$ cat config.mk
export PLATFORM = sky130hd
export DESIGN_NAME = fcq_commit_queue
export DESIGN_NICKNAME = d
export VERILOG_FILES = /design/src/rtl/fcq_pkg.sv /design/src/rtl/fcq_window_cls.sv /design/src/rtl/fcq_mark_table.sv /design/src/rtl/fcq_fifo.sv /design/src/rtl/fcq_commit_queue.sv
export SDC_FILE = /design/constraint.sdc
export NUM_CORES = 1
export LEC_CHECK = 0
export ABC_AREA = 1
export ABC_CLOCK_PERIOD_IN_PS = 8900
export BUFFER_PORTS_ARGS = -buffer_cell sky130_fd_sc_hd__clkbuf_2
export CAP_MARGIN = 20
export CORE_MARGIN = 4
export CORE_UTILIZATION = 35
export CTS_BUF_LIST = sky130_fd_sc_hd__clkbuf_8
export DETAILED_ROUTE_END_ITERATION = 8
export SYNTH_ARGS = -nofsm -noshare
export SYNTH_HDL_FRONTEND = slang
export SYNTH_HIERARCHICAL = 1
export SYNTH_SLANG_ARGS = --single-unit
$ cat constraint.sdc
create_clock -name clk -period 8.9 [get_ports clk]
set_input_delay 1.78 -clock clk [delete_from_list [all_inputs] [get_ports clk]]
set_output_delay 1.78 -clock clk [all_outputs]
set_load 0.02 [all_outputs]
$ cat src/rtl/fcq_pkg.sv
package fcq_pkg;

    typedef enum logic [1:0] {
        FCQ_GATHER = 2'd0,
        FCQ_REPLAY = 2'd1,
        FCQ_FINISH = 2'd2
    } fcq_state_e;

endpackage

$ cat src/rtl/fcq_window_cls.sv
module fcq_window_cls #(
    parameter int AW = 32
) (
    input  logic [AW-1:0] addr,
    input  logic [AW-1:0] lo,
    input  logic [AW-1:0] hi,
    input  logic          page_local,
    input  logic          mark_hit,
    output logic          in_window,
    output logic          is_local
);

    // lower bound inclusive, upper bound exclusive
    always_comb begin
        in_window = (addr >= lo) && (addr < hi);
        is_local  = page_local || in_window || mark_hit;
    end

endmodule

$ cat src/rtl/fcq_mark_table.sv
module fcq_mark_table #(
    parameter int AW      = 32,
    parameter int ENTRIES = 16
) (
    input  logic          clk,
    input  logic          rst_n,
    input  logic [AW-1:0] look_addr,
    input  logic          set_en,
    input  logic          clr_all,
    output logic          hit
);

    localparam int IW = (ENTRIES > 1) ? $clog2(ENTRIES) : 1;
    localparam int TW = AW - IW;

    logic [ENTRIES-1:0] valid_q;
    logic [TW-1:0]      tag_q [ENTRIES];
    logic [IW-1:0]      idx;
    logic [TW-1:0]      tag;

    assign idx = look_addr[IW-1:0];
    assign tag = look_addr[AW-1:IW];
    assign hit = valid_q[idx] && (tag_q[idx] == tag);

    for (genvar e = 0; e < ENTRIES; e++) begin : g_entry
        always_ff @(posedge clk) begin
            if (!rst_n) begin
                valid_q[e] <= 1'b0;
                tag_q[e]   <= '0;
            end else if (clr_all) begin
                valid_q[e] <= 1'b0;
            end else if (set_en && (idx == IW'(e))) begin
                valid_q[e] <= 1'b1;
                tag_q[e]   <= tag;
            end
        end
    end

    // a wipe request leaves no marked word behind
    p_wipe_all_r7: assert property (@(posedge clk) disable iff (!rst_n)
        clr_all |=> (valid_q == '0));

    // a word that has just been marked reads back as marked
    p_mark_sticks_r4: assert property (@(posedge clk) disable iff (!rst_n)
        (set_en && !clr_all) |=> (valid_q != '0));

endmodule

$ cat src/rtl/fcq_fifo.sv
module fcq_fifo #(
    parameter int W     = 64,
    parameter int DEPTH = 8
) (
    input  logic                       clk,
    input  logic                       rst_n,
    input  logic                       push,
    input  logic [W-1:0]               wdata,
    input  logic                       pop,
    input  logic                       flush,
    output logic [W-1:0]               rdata,
    output logic [$clog2(DEPTH+1)-1:0] count,
    output logic                       full,
    output logic                       empty
);

    localparam int PW = (DEPTH > 1) ? $clog2(DEPTH) : 1;
    localparam int CW = $clog2(DEPTH + 1);

    logic [W-1:0]  mem [DEPTH];
    logic [PW-1:0] wr_ptr, rd_ptr;
    logic [CW-1:0] cnt_q;

    function automatic logic [PW-1:0] bump(input logic [PW-1:0] p);
        return (p == PW'(DEPTH - 1)) ? '0 : p + PW'(1);
    endfunction

    assign count = cnt_q;
    assign full  = (cnt_q == CW'(DEPTH));
    assign empty = (cnt_q == '0);
    assign rdata = mem[rd_ptr];

    always_ff @(posedge clk) begin
        if (push) begin
            mem[wr_ptr] <= wdata;
        end
    end

    always_ff @(posedge clk) begin
        if (!rst_n || flush) begin
            wr_ptr <= '0;
            rd_ptr <= '0;
            cnt_q  <= '0;
        end else begin
            if (push) wr_ptr <= bump(wr_ptr);
            if (pop)  rd_ptr <= bump(rd_ptr);
            unique case ({push, pop})
                2'b10:   cnt_q <= cnt_q + CW'(1);
                2'b01:   cnt_q <= cnt_q - CW'(1);
                default: cnt_q <= cnt_q;
            endcase
        end
    end

    // the controller never writes into a full queue
    p_no_overflow_r9: assert property (@(posedge clk) disable iff (!rst_n)
        push |-> !full);

    // entries are only read out while some are held
    p_no_underflow_r5: assert property (@(posedge clk) disable iff (!rst_n)
        pop |-> !empty);

    // a flush leaves the queue empty
    p_flush_empties_r8: assert property (@(posedge clk) disable iff (!rst_n)
        flush |=> empty);

endmodule

$ cat src/rtl/fcq_commit_queue.sv
module fcq_commit_queue
    import fcq_pkg::*;
#(
    parameter int AW         = 32,
    parameter int DW         = 32,
    parameter int DEPTH      = 8,
    parameter int MARK_WORDS = 16
) (
    input  logic          clk,
    input  logic          rst_n,
    input  logic          st_valid,
    input  logic [AW-1:0] st_addr,
    input  logic [DW-1:0] st_data,
    input  logic          st_page_local,
    input  logic [AW-1:0] stk_lo,
    input  logic [AW-1:0] stk_hi,
    input  logic          commit,
    input  logic          abort,
    output logic          bus_valid,
    input  logic          bus_ready,
    output logic [AW-1:0] bus_addr,
    output logic [DW-1:0] bus_data,
    output logic          done,
    output logic          overflow,
    output logic          st_filtered
);

    localparam int EW = AW + DW;
    localparam int CW = $clog2(DEPTH + 1);

    fcq_state_e    state_q, state_d;

    logic          mark_hit, in_window, is_local;
    logic          take, q_push, q_pop, q_flush, ovf_set;
    logic          mark_set, mark_clr;
    logic          q_full, q_empty;
    logic [CW-1:0] q_count;
    logic [EW-1:0] q_rdata;
    logic          overflow_q, filtered_q;

    fcq_window_cls #(.AW(AW)) u_cls (
        .addr       (st_addr),
        .lo         (stk_lo),
        .hi         (stk_hi),
        .page_local (st_page_local),
        .mark_hit   (mark_hit),
        .in_window  (in_window),
        .is_local   (is_local)
    );

    fcq_mark_table #(.AW(AW), .ENTRIES(MARK_WORDS)) u_marks (
        .clk        (clk),
        .rst_n      (rst_n),
        .look_addr  (st_addr),
        .set_en     (mark_set),
        .clr_all    (mark_clr),
        .hit        (mark_hit)
    );

    fcq_fifo #(.W(EW), .DEPTH(DEPTH)) u_queue (
        .clk        (clk),
        .rst_n      (rst_n),
        .push       (q_push),
        .wdata      ({st_addr, st_data}),
        .pop        (q_pop),
        .flush      (q_flush),
        .rdata      (q_rdata),
        .count      (q_count),
        .full       (q_full),
        .empty      (q_empty)
    );

    // datapath controls derived from the current state
    always_comb begin
        take     = st_valid && (state_q == FCQ_GATHER) && !abort;
        q_push   = take && !is_local && !q_full;
        ovf_set  = take && !is_local && q_full;
        mark_set = take && is_local;
        q_flush  = (state_q == FCQ_GATHER) && abort;
        mark_clr = q_flush || (state_q == FCQ_FINISH);
        q_pop    = (state_q == FCQ_REPLAY) && !q_empty && bus_ready;
    end

    // next-state logic
    always_comb begin
        state_d = state_q;
        unique case (state_q)
            FCQ_GATHER: begin
                if (abort)       state_d = FCQ_GATHER;
                else if (commit) state_d = FCQ_REPLAY;
            end
            FCQ_REPLAY: begin
                if (q_empty)                          state_d = FCQ_FINISH;
                else if (q_pop && q_count == CW'(1))  state_d = FCQ_FINISH;
            end
            FCQ_FINISH: state_d = FCQ_GATHER;
            default:    state_d = FCQ_GATHER;
        endcase
    end

    // state register
    always_ff @(posedge clk) begin
        if (!rst_n) state_q <= FCQ_GATHER;
        else        state_q <= state_d;
    end

    // registered flags
    always_ff @(posedge clk) begin
        if (!rst_n) begin
            overflow_q <= 1'b0;
            filtered_q <= 1'b0;
        end else begin
            filtered_q <= mark_set;
            if (ovf_set)       overflow_q <= 1'b1;
            else if (mark_clr) overflow_q <= 1'b0;
        end
    end

    // outputs
    always_comb begin
        bus_valid   = (state_q == FCQ_REPLAY) && !q_empty;
        bus_addr    = q_rdata[EW-1:DW];
        bus_data    = q_rdata[DW-1:0];
        done        = (state_q == FCQ_FINISH);
        overflow    = overflow_q;
        st_filtered = filtered_q;
    end

    // an offered store is held until the bus takes it
    p_hold_offer_r5: assert property (@(posedge clk) disable iff (!rst_n)
        (bus_valid && !bus_ready) |=> (bus_valid && $stable(bus_addr) && $stable(bus_data)));

    // completion is a single-cycle pulse
    p_done_pulse_r6: assert property (@(posedge clk) disable iff (!rst_n)
        done |=> !done);

    // a private store never reaches the queue
    p_private_kept_out_r2: assert property (@(posedge clk) disable iff (!rst_n)
        (st_valid && is_local) |-> !q_push);

    // overflow rises only after a store met a full queue
    p_ovf_cause_r9: assert property (@(posedge clk) disable iff (!rst_n)
        $rose(overflow) |-> ($past(st_valid) && $past(q_full)));

    // nothing enters or leaves by flush while replaying
    p_replay_quiet_r10: assert property (@(posedge clk) disable iff (!rst_n)
        (state_q == FCQ_REPLAY) |-> (!q_push && !q_flush));

    // a store inside the window is always classed private
    p_window_private_r3: assert property (@(posedge clk) disable iff (!rst_n)
        (st_valid && in_window) |-> !q_push);

endmodule

==> metrics.cfg <==
[die]
rows=130
fp.coreArea_um2=125000
die_x_um=363
die_y_um=363
start_util_pct=35.2
dieArea_um2=132000
ios=203

[cells_and_area]
final_cell_area_um2=49700
drive_above_1_share_pct=10.8
final_util_pct=39.6
syn2layout_area_growth_pct=12.5
final_cell_count_no_fill=6277
fin_nets=4704

[drt]
via_count=31500
drcViolationCount=0
viasPerCell=5.02
drtPass1Iterations=5
postRouteAntennaNets=0
drt_iter0_markers=3076
wl_mm=128
wl_per_cell_um=20.4

[grt]
grt_start_max_net_pins=207
gr-total-overflow=0
grt_pass1_vias=30200
track_usage_pct=18.9
antenna_found_initial=12
grt_pass1_wl_mm=189

[clock_network]
clkSinkCount=993
cts-root-buf=clkbuf_8
cts_tree=built
worstSkewPairLatency_ns=0.85
path_clk_slew_ns=0.06
cts_setup_buffers=0
ctsResizeCount=0
ctsHtreeMaxLevel=4
cts_buffers=167
postCtsHoldBufs=0
clk_path_buf_depth=3

[timing]
fin_skew_ns=0.0425
fin_crit_sh_pct=74.8
maxSlewViolCount=0
setup_viol=0
rsz0062_at_grt=no
maxSlewHeadroom_pct=20.0
clock.fmax_mhz=150
report.final.hold_viol_count=0
tightestPinTransition_ns=1.20
period_needed_ns=6.66
tns_ns=0

[worst_setup_path]
crit_buf_inv=6
reg2reg_depth=24
crit_top_cell=nand2_1
crit_slowest_cell=nand2_1
crit_fanout=71
worstSetupEndpointType=register
slowest_delay_ns=0.80
start_kind=primary input
path_class=in -> reg
crit_family=simple AND/OR/NAND/NOR gates
worstPathArrival_ns=7.17
required_ns=9.41
cp.depth=26

[yosys]
syn_area_um2=44100
synth_cells=4313
avgSynthCellArea_um2=10.2
syn_nets=4518
ys_warn_count=6

[pwr]
power.leakage_nw=20.1
p_switching_mw=2.30
swShare_pct=24.4
combinationalPowerShare_pct=6.3
seq_power_share_pct=55.3
max-vdd-ir-drop_mv=0.100
p_int_mw=7.15
p_per_area_nw_per_um2=190
p_clk_share_pct=38.4

[place]
dp.cells=5979
post_dp_cell_area_um2=46700
dp_hpwl_mm=73.4
portBuffers=202
gp_congestion=0.848

[worst_hold_path]
hp-class=reg -> reg
hold_depth=2

[run_status]
status=completed

[flow_run]
maxCapViolations=0

layout make-up:
cell class	instances	area (µm²)
clock buffer	169	2330
tap	1650	2060
clock inverter	122	607
timing repair buffer	268	1700
antenna	6	15.0
sequential	993	29500
inverter	154	591
multi-input combinational	2915	12900
fill	12200	75700
state kept, by name, indices dropped and copies added (netlist names), named ones only:
| register | flops |
|---|---|
| u_queue/mem | 512 |
| overflow | 1 |
| u_queue/rd_ptr | 3 |
| u_queue/count | 4 |
| u_queue/wr_ptr | 3 |
| st_filtered | 1 |
| state_q | 2 |
| u_marks/valid_q | 16 |
| u_marks/tag_q | 448 |
placed cells by master, fill, tap and decap left out, types with 3 or more instances in the layout:
master / count
inv_2: 4
clkinv_1: 56
nand2_1: 1460
o21ai_1: 60
o22ai_1: 64
nor3_1: 8
nor2_4: 12
nor2_2: 4
o21a_1: 3
ha_1: 70
mux2i_1: 64
nand2_2: 9
clkinv_2: 5
diode_2: 6
clkbuf_8: 169
dfxtp_1: 30
inv_1: 193
inv_6: 5
inv_12: 3
nor2_1: 794
edfxtp_1: 960
o21ai_0: 260
buf_12: 15
buf_4: 52
nand4_1: 8
clkinvlp_4: 3
clkbuf_2: 200
nand3_1: 38
clkinv_8: 3
a21oi_1: 44
worst min-delay path: cells and delay by family (launching register included):
family	cells	cell delay, ns
flops	1	0.31
simple gates	2	0.10
power by group through the flow:
stage	clock network (mW)	logic (mW)	registers (mW)
finish	3.63	0.598	5.23
global route	3.93	0.658	5.23
CTS	3.72	0.595	5.23
detailed placement	0	0.593	5.32
global placement	0	0.587	5.32
floorplan	0	0.331	5.32
per-stage QoR:
step,setup slack (ns),total power [mW],hold WS [ns]
after floorplan,1.84,5.65,0.427
after global placement,1.44,5.91,0.446
after detailed placement,1.48,5.91,0.443
after CTS,2.37,9.54,0.455
after global routing,1.86,9.82,0.472
final,2.24,9.45,0.453
final timing paths:
kind	slack, ns	startpoint	endpoint
worst min register to register	0.45	u_marks/valid_q[6]$_SDFFE_PP0P_	u_marks/valid_q[6]$_SDFFE_PP0P_
worst max register to register	4.27	u_marks/tag_q[6][10]$_SDFFCE_PN0P_	u_marks/tag_q[11][23]$_SDFFCE_PN0P_
worst max-delay path	2.24	st_addr[0]	u_marks/tag_q[11][23]$_SDFFCE_PN0P_
worst min-delay path	0.45	u_marks/valid_q[6]$_SDFFE_PP0P_	u_marks/valid_q[6]$_SDFFE_PP0P_
layer usage:
metal,share of wire (%),global-route usage (%)
met5,0.032,0
met2,46,30.2
met4,2.4,5.81
met1,42,25.6
met3,9.2,4.64
Power figures use the tool's default switching activity.
